===== config.mk =====
export PLATFORM = sky130hd
export DESIGN_NAME = i2c_addr_match
export DESIGN_NICKNAME = d
export VERILOG_FILES = /design/src/rtl/i2c_addr_match.sv
export SDC_FILE = /design/constraint.sdc
export NUM_CORES = 1
export LEC_CHECK = 0
export ABC_AREA = 1
export BUFFER_PORTS_ARGS = -buffer_cell sky130_fd_sc_hd__buf_2
export CORE_ASPECT_RATIO = 1.5
export CORE_MARGIN = 1
export CORE_UTILIZATION = 35
export DETAILED_ROUTE_END_ITERATION = 16
export SLEW_MARGIN = 10
export SYNTH_ARGS = -nofsm -noshare
export SYNTH_HDL_FRONTEND = slang
export SYNTH_SLANG_ARGS = --single-unit

===== constraint.sdc =====
create_clock -name clk -period 3.4 [get_ports clk]
set_clock_uncertainty 0.15 [all_clocks]
set_input_delay 0.85 -clock clk [delete_from_list [all_inputs] [get_ports clk]]
set_output_delay 0.85 -clock clk [all_outputs]
set_load 0.1 [all_outputs]

===== src/rtl/i2c_addr_match.sv =====
module i2c_addr_match #(
  parameter logic [7:0] OWN_RST = 8'hA0
) (
  input  logic       clk,
  input  logic       rst_n,
  input  logic       scl_in,
  input  logic       sda_in,
  output logic       sda_oe,
  input  logic       reg_we,
  input  logic       reg_sel,
  input  logic [7:0] reg_wdata,
  output logic [7:0] reg_rdata,
  output logic       bus_busy,
  output logic       addr_hit,
  output logic       rw_bit
);
  typedef enum logic [1:0] {PH_IDLE, PH_ADDR, PH_DATA, PH_SKIP} phase_t;

  logic [1:0] scl_sy, sda_sy;
  logic       scl_d, sda_d;
  logic [7:0] own_addr;
  logic       en, nack_data, ext_mode;
  phase_t     phase;
  logic [3:0] cnt;
  logic [7:0] sr;

  wire scl_s    = scl_sy[1];
  wire sda_s    = sda_sy[1];
  wire start_ev = scl_s & scl_d & sda_d & ~sda_s;
  wire stop_ev  = scl_s & scl_d & ~sda_d & sda_s;
  wire scl_rise = scl_s & ~scl_d;
  wire scl_fall = ~scl_s & scl_d;
  wire in_byte  = (phase == PH_ADDR) || (phase == PH_DATA);

  wire match = ext_mode ? ((sr[7:4] == own_addr[7:4]) || (sr == 8'h00))
                        : (sr[7:1] == own_addr[7:1]);

  assign reg_rdata = reg_sel ? {en, 4'b0000, bus_busy, nack_data, ext_mode} : own_addr;

  always_ff @(posedge clk or negedge rst_n) begin
    if (!rst_n) begin
      scl_sy <= 2'b11;
      sda_sy <= 2'b11;
      scl_d  <= 1'b1;
      sda_d  <= 1'b1;
    end else begin
      scl_sy <= {scl_sy[0], scl_in};
      sda_sy <= {sda_sy[0], sda_in};
      scl_d  <= scl_s;
      sda_d  <= sda_s;
    end
  end

  always_ff @(posedge clk or negedge rst_n) begin
    if (!rst_n) begin
      own_addr  <= OWN_RST;
      en        <= 1'b0;
      nack_data <= 1'b0;
      ext_mode  <= 1'b0;
    end else if (reg_we) begin
      if (!reg_sel) own_addr <= reg_wdata;
      else {en, nack_data, ext_mode} <= {reg_wdata[7], reg_wdata[1], reg_wdata[0]};
    end
  end

  always_ff @(posedge clk or negedge rst_n) begin
    if (!rst_n) begin
      phase    <= PH_IDLE;
      cnt      <= '0;
      sr       <= '0;
      sda_oe   <= 1'b0;
      bus_busy <= 1'b0;
      addr_hit <= 1'b0;
      rw_bit   <= 1'b0;
    end else if (!en) begin
      phase    <= PH_IDLE;
      cnt      <= '0;
      sr       <= '0;
      sda_oe   <= 1'b0;
      bus_busy <= 1'b0;
      addr_hit <= 1'b0;
      rw_bit   <= 1'b0;
    end else if (start_ev) begin
      phase    <= PH_ADDR;
      cnt      <= '0;
      sda_oe   <= 1'b0;
      bus_busy <= 1'b1;
      addr_hit <= 1'b0;
      rw_bit   <= 1'b0;
    end else if (stop_ev) begin
      phase    <= PH_IDLE;
      cnt      <= '0;
      sda_oe   <= 1'b0;
      bus_busy <= 1'b0;
      addr_hit <= 1'b0;
      rw_bit   <= 1'b0;
    end else if (scl_rise && in_byte && cnt != 4'd9) begin
      if (cnt < 4'd8) sr <= {sr[6:0], sda_s};
      cnt <= cnt + 4'd1;
    end else if (scl_fall && in_byte) begin
      if (cnt == 4'd8) begin
        if (phase == PH_DATA) begin
          sda_oe <= ~nack_data;
        end else if (match) begin
          sda_oe   <= 1'b1;
          addr_hit <= 1'b1;
          rw_bit   <= sr[0];
        end else begin
          phase <= PH_SKIP;
          cnt   <= '0;
        end
      end else if (cnt == 4'd9) begin
        sda_oe <= 1'b0;
        cnt    <= '0;
        if (phase == PH_ADDR) phase <= rw_bit ? PH_SKIP : PH_DATA;
      end
    end
  end
endmodule



; ---- Yosys cells after proc, flatten, opt, wreduce, memory -nomap -nowiden
; Index checks and enable logic that the tools add are counted.
[totals]
regBits = 35
input_bits = 14
word_cells = 123
[op_classes]
add_sub_neg = 1
magnitude_cmp = 1
eq_ne = 26
n_mux = 54
bitwise = 13
reduce_logical = 13
[op_table]
columns = operator, count
row1 = 2-to-1 mux 8 bit, 6
row2 = 2-to-1 mux 4 bit, 9
row3 = 2-to-1 mux 1 bit, 29
row4 = 2-to-1 mux 2 bit, 10
row5 = "!= test 6 bit, second input constant", 3
row6 = "!= test 5 x 1 -> 1 bit, second input constant", 3
row7 = "!= test 4 x 1 -> 1 bit, second input constant", 3
row8 = "!= test 4 bit, second input constant", 3
row9 = AND reduction 4 bit, 3
row10 = "!= test 5 bit, second input constant", 2
row11 = "equality test 4 bit, second input constant", 2
row12 = logical NOT 8 bit, 1
row13 = bitwise AND 1 bit, 7
row14 = equality test 7 bit, 1
row15 = "!= test 6 x 1 -> 1 bit, second input constant", 1
row16 = NOT 1 bit, 6
row17 = AND reduction 6 bit, 1
row18 = AND reduction 5 bit, 1
row19 = "adder 4 x 1 -> 4 bit, second input constant", 1
row20 = equality test 4 bit, 1
row21 = "less-than comparator 4 bit, second input constant", 1
row22 = "!= test 2 x 1 -> 1 bit, second input constant", 2
row23 = "!= test 2 bit, second input constant", 2
row24 = AND reduction 2 bit, 2
row25 = 5 further kinds, 8

; ---- Depth between registers and ports, before layout
; Gate-level depths: netlist of run 1.
[logic_depth]
depth_word = 11
depth_mapped = 12
ltp_nobuf = 12

; ---- Worst setup path before layout of run 1
; Ideal clock, no wire load.
[synth_path]
path_kind = input to output
startpoint = input port reg_sel
endpoint = output port reg_rdata[0]
t_arrival_ps = 3222
t_required_ps = 2400
path_slack_ps = -822
path_stages = 3
path_buffers = 1
cell_sequence = buf_2 > inv_1 > o21ai_0
[synth_between]
elab_chain_len = 1
[synth_rtl]
columns = element, line_no
row1 = from (decl), 10  ; input logic reg_sel,
row2 = 2-to-1 mux 8 bit, 38  ; assign reg_rdata = reg_sel ? {en, 4'b0000, bus_busy, nack_data, ext_mode} : own_addr;
row3 = to (decl), 12  ; output logic [7:0] reg_rdata,
; No other way between the ends.

; ---- Final worst setup path of run 1
; Ends and elaborated chain as after synthesis.

==> results of run 1 <==
worst register-to-register path: stages, from the launching register on:
cell     delay [ns]
dfrtp_1        0.37
inv_1          0.05
ha_1           0.32
nor3_1         0.23
nand2_1        0.17
nor2_1         0.26
nand2_1        0.09
nand2_1        0.07
layout make-up:
type                    instances  area [sq um]  share of cell area, %
well taps                      66          82.6                   3.91
flip-flops and latches         35           886                   41.9
multi-input cells             148           795                   37.6
repair buffers                 25           125                   5.92
clock buffers                   6          72.6                   3.43
inverters                      36           140                   6.63
clock inverters                 2          12.5                  0.592
power groups by stage:
stage | registers, mW | logic [mW] | clock network (mW)
final | 0.479 | 0.289 | 0.297
after global routing | 0.484 | 0.315 | 0.319
after detailed placement | 0.487 | 0.293 | 0
after CTS | 0.479 | 0.294 | 0.304
after floorplan | 0.511 | 0.208 | 0
after global placement | 0.487 | 0.291 | 0
Yosys cell counts:
library cell / number
nand4_1: 3
nand3_2: 3
nand2_2: 1
o21ai_0: 17
buf_2: 2
clkinv_4: 1
inv_1: 32
nand3b_1: 1
o21ai_2: 1
dfstp_2: 8
o22ai_1: 4
xor2_1: 2
nand4_2: 1
ha_1: 5
nor3_1: 2
dfrtp_1: 27
o21ai_1: 3
clkbuf_1: 1
mux2_2: 1
nor2_1: 14
a21oi_1: 5
nor3_4: 1
nand2_4: 4
nand2_1: 61
nand3_1: 15
nor2_4: 2
xnor2_1: 1
inv_2: 3
nor2_2: 1
registers in the layout, indices dropped and copies added, names as in the netlist, 2 cells and up:
register,count
phase,2
own_addr,8
sda_sy,2
scl_sy,2
cnt,4
sr,8
cells in the final DEF, fill, tap and decap left out, types with 2 or more instances in the layout:
cell type	instances
a21oi_1	5
buf_2	25
clkbuf_8	5
dfrtp_1	27
dfstp_2	8
ha_1	5
inv_1	32
inv_2	3
nand2_1	61
nand2_4	4
nand3_1	15
nand3_2	3
nand4_1	3
nor2_1	14
nor2_4	2
nor3_1	2
o21ai_0	15
o21ai_1	4
o21ai_2	2
o22ai_1	4
xor2_1	2
worst max path at each step:
stage / startpoint / end / slack [ns] / cells after the start
finish: reg_sel / reg_rdata[0] / 0.66 / 4
global route: reg_sel / reg_rdata[0] / 0.57 / 4
CTS: reg_sel / reg_rdata[0] / 0.64 / 4
detailed placement: reg_sel / reg_rdata[0] / 0.65 / 4
global placement: reg_sel / reg_rdata[0] / 0.68 / 4
floorplan: reg_sel / reg_rdata[1] / -0.73 / 2
layer usage:
metal | global-route usage (%) | wire length [microns]
met3 | 2.58 | 85
met4 | 6.25 | 70
met1 | 17.1 | 1500
met2 | 24.5 | 1850
met5 | 0 | 0
cell families after synthesis:
| group | after synthesis |
|---|---|
| compound gates | 30 |
| flops | 35 |
| buf+inv | 39 |
| xor+xnor | 3 |
| mux | 1 |
| fa+ha+maj | 5 |
| simple gates | 109 |
through the flow:
step | total power, mW | utilization [%] | setup WS [ns] | cell area, sq um | hold WS (ns)
6_report | 1.06 | 42.9 | 0.662 | 2110 | 0.209
5_1_grt | 1.12 | 42.9 | 0.570 | 2110 | 0.216
4_1_cts | 1.08 | 42.9 | 0.644 | 2110 | 0.210
3_5_place_dp | 0.780 | 41.2 | 0.651 | 2030 | 0.199
3_3_place_gp | 0.778 | 41.2 | 0.682 | 2030 | 0.196
2_1_floorplan | 0.719 | - | -0.728 | 1830 | 0.195
==> results.py, run 1 <==
metrics = {
    "worst_setup_path": {
        "reg2reg_depth": 7,
        "crit_family": "buffers and inverters",
        "crit_chain": "buf_2 > inv_1 > o21ai_1 > buf_2",
        "reg2reg_setup_slack_ns": 1.64,
        "rr_endpoint": "cnt[3]",
        "end_kind": "output port",
        "rr_startpoint": "phase[0]",
        "startpoint_type": "input port",
        "critPathKind": "in2out",
        "cp_max_fo": 10,
        "worst_ep_arrival_time_ns": 1.74,
        "crit_slowest_cell": "buf_2",
        "critPathRequiredTime_ns": 2.40,
        "cp_common_cell": "buf_2",
        "path_buf_inv": 3,
        "max_stage_delay_ns": 0.44,
    },
    "final_layout": {
        "nNetsFinal": 270,
        "layout-drive-gt1-share_pct": 23.8,
        "syn2layout_area_growth_pct": 15.4,
        "final_cells": 318,
        "n_fill_cell": 520,
        "diodes": 0,
    },
    "synth": {
        "synthTopCellsByArea": "dfrtp_1 37%, nand2_1 13%, dfstp_2 11%",
        "synth_mux_area_share_pct": 0.615,
        "ys_seq_elements": 35,
        "ys_types": 29,
        "synthAdderAreaFrac_pct": 3.42,
        "yosysTopAreaCell": "dfrtp_1",
        "synth-xor-area-share_pct": 1.44,
        "yosysSeqAreaShare_pct": 48.4,
        "syn_area_per_cell_sq_um": 8.25,
        "synth_top_area_share_pct": 36.9,
        "yosysWarnings": 0,
        "syn_nets": 241,
        "netlist_area_sq_um": 1830,
        "synth_cells": 222,
        "synth_top_family_by_area": "simple AND/OR/NAND/NOR gates",
        "synth-compound-area-share_pct": 8.68,
        "synthSimpleGateAreaFrac_pct": 29.0,
    },
    "floorplan": {
        "die_h_microns": 90.6,
        "core_area_sq_um": 4930,
        "die_area_sq_um": 5530,
        "io_pins": 26,
        "initial_core_util_pct": 37.2,
        "num_rows": 31,
        "die_w_microns": 61.1,
    },
    "pwr": {
        "leakage_nw": 1.07,
        "internal-power_mw": 0.662,
        "clockPowerShare_pct": 27.9,
        "p_sw_mw": 0.402,
        "peakVddDrop_v": 0.000294,
        "p_comb_share_pct": 27.2,
        "swShare_pct": 37.8,
        "power_density_nw_per_um2": 504,
        "p_seq_share_pct": 45.0,
    },
    "min_path": {
        "min_from": "sda_sy[0]",
        "holdPathEnd": "sda_sy[1]",
        "min_path_type": "reg2reg",
        "hold_path_depth": 0,
    },
    "clock_network": {
        "cts_setup_buffers": 0,
        "h-tree-depth": 2,
        "ctsHoldBuffers": 0,
        "clock_latency_ns": 0.29,
        "path_clk_slew_ns": 0.07,
        "cts_buffer_depth": 2,
        "cts_tree": "built",
        "cts.sinks": 35,
        "numCtsBuffers": 5,
        "cts.root.buffer_cell": "clkbuf_8",
        "cts_resized": 0,
    },
    "global_route": {
        "track_usage_pct": 14.5,
        "grt_overflow": 0,
        "grt_pass1_vias": 1372,
        "grt_pass1_wl_microns": 6000,
        "antenna_found_initial": 0,
        "grt_max_degree": 36,
    },
    "sta": {
        "setup_viol": 0,
        "rsz0062_at_grt": "no",
        "hold_viol": 0,
        "final.setup.tns_ns": 0,
        "clock.fmax_ghz": 0.365,
        "fin_crit_ns": 2.74,
        "worstMarginPinSlew_ns": 0.758,
        "slew_violations": 0,
        "final.period_utilization_pct": 80.5,
        "max_slew_margin_pct": 49.5,
    },
    "routing": {
        "avgRoutedWirePerCell_microns": 11.0,
        "vias": 1454,
        "drtIter0Drc": 41,
        "viasPerCell": 4.57,
        "drt-total-wl_microns": 3500,
        "ant_nets": 0,
        "first_pass_iters": 4,
        "drc_errors": 0,
    },
    "placement": {
        "hpwl_microns": 2740,
        "place.gp.congestion": 0.804,
        "dp.cells": 310,
        "port_buffers": 25,
    },
    "flow_run": {
        "max_cap_violations": 0,
    },
    "outcome": {
        "status": "finished clean",
    },
}
Note: power is estimated with default switching activity, not from simulation.
==> run 2, diff against run 1 <==
==> constraint.sdc (replaced) <==
create_clock -name clk -period 2.5 [get_ports clk]
set_clock_uncertainty 0.15 [all_clocks]
set_input_delay 0.625 -clock clk [delete_from_list [all_inputs] [get_ports clk]]
set_output_delay 0.625 -clock clk [all_outputs]
set_load 0.1 [all_outputs]
==> results.py, run 2 (synthesized netlist as in run 1, its figures left out) <==
metrics = {
    "global_route": {
        "grt_max_degree": 36,
        "antenna_found_initial": 0,
        "grt_pass1_wl_microns": 6400,
        "grt_pass1_vias": 1454,
        "grt_overflow": 0,
        "track_usage_pct": 15.5,
    },
    "floorplan": {
        "num_rows": 31,
        "io_pins": 26,
        "die_h_microns": 90.6,
        "initial_core_util_pct": 37.2,
        "die_w_microns": 61.1,
        "die_area_sq_um": 5530,
        "core_area_sq_um": 4930,
    },
    "sta": {
        "final.period_utilization_pct": 86.5,
        "max_slew_margin_pct": 48.8,
        "rsz0062_at_grt": "no",
        "worstMarginPinSlew_ns": 0.768,
        "slew_violations": 0,
        "fin_ws_ns": 0.339,
        "final.setup.tns_ns": 0,
        "hold-worst-slack_ns": 0.211,
        "setup_viol": 0,
        "fin_crit_ns": 2.16,
        "clock.fmax_ghz": 0.463,
        "hold_viol": 0,
    },
    "placement": {
        "port_buffers": 25,
        "placed_cell_area_sq_um": 2100,
        "place.gp.congestion": 0.789,
        "hpwl_microns": 2860,
        "pre_cts_slack_ns": 0.341,
        "dp.cells": 312,
    },
    "final_layout": {
        "layout-drive-gt1-share_pct": 25.2,
        "diodes": 0,
        "most-common-layout-cells": "61 x nand2_1, 32 x inv_1, 27 x dfrtp_1",
        "top_regs": "own_addr (8), sr (8), cnt (4)",
        "utilization_pct": 44.4,
        "nNetsFinal": 272,
        "final_common_cell": "nand2_1",
        "final_cells": 320,
        "fin_area_sq_um": 2190,
        "syn2layout_area_growth_pct": 19.5,
    },
    "worst_setup_path": {
        "cp_max_fo": 3,
        "reg2reg_depth": 7,
        "rr_endpoint": "cnt[1]",
        "critPathRequiredTime_ns": 1.73,
        "reg2reg_setup_slack_ns": 0.69,
        "critPathKind": "reg2out",
        "end_kind": "output port",
        "worst_ep_arrival_time_ns": 1.39,
        "startpoint_type": "register",
        "rr_startpoint": "phase[0]",
    },
    "clock_network": {
        "cts_buffer_depth": 2,
        "ctsHoldBuffers": 0,
        "cts_setup_buffers": 0,
        "cts.sinks": 35,
        "cts_resized": 0,
        "h-tree-depth": 2,
        "numCtsBuffers": 5,
        "cts.root.buffer_cell": "clkbuf_8",
        "clock_latency_ns": 0.29,
        "path_clk_slew_ns": 0.07,
        "cts_tree": "built",
    },
    "flow_run": {
        "max_cap_violations": 0,
    },
    "pwr": {
        "total_power_mw": 1.49,
        "peakVddDrop_v": 0.000436,
        "power_density_nw_per_um2": 680,
        "leakage_nw": 1.09,
    },
    "routing": {
        "drt-total-wl_microns": 3660,
        "drc_errors": 0,
        "avgRoutedWirePerCell_microns": 11.5,
        "drtIter0Drc": 50,
        "viasPerCell": 4.70,
        "first_pass_iters": 4,
        "ant_nets": 0,
        "vias": 1505,
    },
    "min_path": {
        "min_from": "sda_sy[0]",
        "holdPathEnd": "sda_sy[1]",
        "hold_path_depth": 0,
        "min_path_type": "reg2reg",
    },
    "outcome": {
        "status": "finished clean",
    },
}
==> run 2: cell count changes in the layout (fill, tap and decap cells not counted), sizes merged <==
cell      before  now
buf           25   27
clkinvlp       1    2
clkbuf         6    5
==> run 2: per-layer routing <==
metal,wire length (microns),up-vias,GRT usage [%],share of wire (%)
met5,0,-,0,0
met3,88,6,3.01,2.4
met2,1970,25,25.8,54
met4,78,0,6.82,2.1
met1,1530,716,18.7,42
li1,-,758,-,-
==> run 2: final cells by class <==
class	instances	area (sq um)
fill	511	2740
sequential	35	886
multi-input combinational	148	806
timing repair buffer	27	185
inverter	36	140
tap	66	82.6
clock buffer	5	68.8
clock inverter	3	20.0
==> run 2: worst max-delay path by stage <==
stage                      from            to  slack [ns]  depth (start not counted)
global placement        reg_sel  reg_rdata[0]        0.35                          5
CTS                 own_addr[5]  reg_rdata[5]        0.32                          3
floorplan               reg_sel  reg_rdata[1]       -0.42                          2
global route            reg_sel  reg_rdata[0]        0.28                          5
finish              own_addr[5]  reg_rdata[5]        0.34                          3
detailed placement      reg_sel  reg_rdata[0]        0.34                          5
==> run 2: power by group <==
part / switching (mW) / internal (mW)
combinational: 0.317 / 0.115
clock: 0.213 / 0.194
sequential: 0.0329 / 0.615
total: 0.563 / 0.924
==> run 2: critical path: stages (launching register included) <==
cell and delay, ns:
dfstp_2 0.53, inv_1 0.06, nor2_1 0.08, buf_2 0.43
==> run 3, diff against run 2 <==
--- a/config.mk
+++ b/config.mk
@@ -11,6 +11,7 @@
 export CORE_MARGIN = 1
 export CORE_UTILIZATION = 35
 export DETAILED_ROUTE_END_ITERATION = 16
+export SETUP_SLACK_MARGIN = 0.5
 export SLEW_MARGIN = 10
 export SYNTH_ARGS = -nofsm -noshare
 export SYNTH_HDL_FRONTEND = slang
==> results.py, run 3 (synthesized netlist as in run 1, its figures left out) <==
metrics = {
    "floorplan": {
        "die_h_microns": 90.6,
        "die_area_sq_um": 5530,
        "num_rows": 31,
        "initial_core_util_pct": 37.2,
        "die_w_microns": 61.1,
        "io_pins": 26,
        "core_area_sq_um": 4930,
    },
    "sta": {
        "clock.fmax_ghz": 0.492,
        "final.setup.tns_ns": 0,
        "hold_viol": 0,
        "slew_violations": 0,
        "max_slew_margin_pct": 67.9,
        "worstMarginPinSlew_ns": 0.484,
        "setup_viol": 0,
        "fin_crit_ns": 2.03,
        "final.period_utilization_pct": 81.3,
        "rsz0062_at_grt": "yes",
    },
    "final_layout": {
        "top_regs": "own_addr (8), sr (8), cnt (4)",
        "most-common-layout-cells": "59 x nand2_1, 29 x inv_1, 26 x dfrtp_1",
        "final_common_cell": "nand2_1",
        "diodes": 0,
        "syn2layout_area_growth_pct": 29.7,
        "nNetsFinal": 276,
        "layout-drive-gt1-share_pct": 30.6,
        "utilization_pct": 48.2,
        "fin_area_sq_um": 2370,
    },
    "global_route": {
        "grt_pass1_wl_microns": 6620,
        "antenna_found_initial": 0,
        "grt_max_degree": 21,
        "grt_overflow": 0,
        "track_usage_pct": 15.8,
        "grt_pass1_vias": 1555,
    },
    "clock_network": {
        "clock_latency_ns": 0.29,
        "cts_setup_buffers": 0,
        "numCtsBuffers": 5,
        "cts_buffer_depth": 2,
        "path_clk_slew_ns": 0.07,
        "cts_tree": "built",
        "h-tree-depth": 2,
        "cts.sinks": 35,
        "cts.root.buffer_cell": "clkbuf_8",
    },
    "pwr": {
        "p_sw_mw": 0.569,
        "clockPowerShare_pct": 25.7,
        "peakVddDrop_v": 0.000358,
        "leakage_nw": 1.14,
        "internal-power_mw": 0.967,
        "power_density_nw_per_um2": 647,
        "p_comb_share_pct": 32.1,
        "p_seq_share_pct": 42.2,
        "swShare_pct": 37.0,
    },
    "worst_setup_path": {
        "critPathKind": "in2out",
        "worst_ep_arrival_time_ns": 1.26,
        "end_kind": "output port",
        "startpoint_type": "input port",
        "critPathRequiredTime_ns": 1.73,
        "cp_max_fo": 5,
    },
    "outcome": {
        "status": "finished clean",
    },
    "routing": {
        "avgRoutedWirePerCell_microns": 11.5,
        "vias": 1501,
        "drtIter0Drc": 26,
        "ant_nets": 0,
        "drt-total-wl_microns": 3720,
        "first_pass_iters": 4,
        "viasPerCell": 4.63,
        "drc_errors": 0,
    },
    "min_path": {
        "min_path_type": "in2async",
    },
    "placement": {
        "hpwl_microns": 3000,
        "place.gp.congestion": 0.759,
        "port_buffers": 25,
        "placed_cell_area_sq_um": 2270,
    },
    "flow_run": {
        "max_cap_violations": 0,
    },
}
==> run 3: cell types whose count changed in the layout (fill, tap and decap cells not counted), moves of 3 or more <==
cell,change
buf_2,-6
buf_12,+5
nor2_1,-4
nor2_4,+4
buf_4,+3
inv_1,-3
o21ai_4,+3
==> run 3: metal layers <==
layer	wire (microns)	up-vias	part of all wire [%]	global-route usage, %
li1	-	777	-	-
met1	1510	700	41	18.1
met2	2050	18	55	27.6
met3	82	6	2.2	3.01
met4	72	0	1.9	6.25
met5	0	-	0	0
==> run 3: worst paths after layout <==
check / from / end / slack (ns) / cells past startpoint
worst min-delay path: rst_n / own_addr[1] / 0.12 / 1
worst min register to register: sda_sy[0] / sda_sy[1] / 0.21 / 0
worst max register to register: phase[0] / cnt[2] / 0.70 / 7
worst max-delay path: reg_sel / reg_rdata[2] / 0.47 / 4
min in group clk: sda_sy[0] / sda_sy[1] / 0.21 / 0
max in group asynchronous: rst_n / own_addr[5] / 1.53 / 2
==> run 3: cell type report <==
type                    instances  area [sq um]
clock buffers                   6          72.6
clock inverters                 2          12.5
fillers                       505          2550
inverters                      36           144
multi-input cells             148           871
flip-flops and latches         35           887
well taps                      66          82.6
repair buffers                 31           304
==> run 3: critical path, cell delays in order <==
cell,delay (ns)
buf_8,0.09
clkinvlp_4,0.16
o21ai_4,0.19
buf_12,0.19
==> run 3: power groups by stage <==
stage	registers [mW]	clock network, mW	logic (mW)
finish	0.648	0.395	0.493
global route	0.654	0.436	0.533
CTS	0.648	0.408	0.499
detailed placement	0.657	0	0.494
global placement	0.656	0	0.493
floorplan	0.695	0	0.312
==> run 3: metrics by stage <==
stage	std cells	power (mW)	setup slack, ns	hold slack [ns]
6_report	324	1.54	0.468	0.116
5_1_grt	324	1.62	0.435	0.150
3_3_place_gp	316	1.15	0.393	0.197
2_1_floorplan	222	1.01	0.253	0.179
4_1_cts	324	1.55	0.433	0.124
3_5_place_dp	316	1.15	0.388	0.197
==> run 3: what timing repair did <==
item / 4_1_cts / 5_1_grt
hold buffers: 0 / 0
hold endpoints to repair: 0 / 0
setup endpoints to repair: 8 / 5
pin swaps: 1 / 2
gates resized for setup: 6 / 2
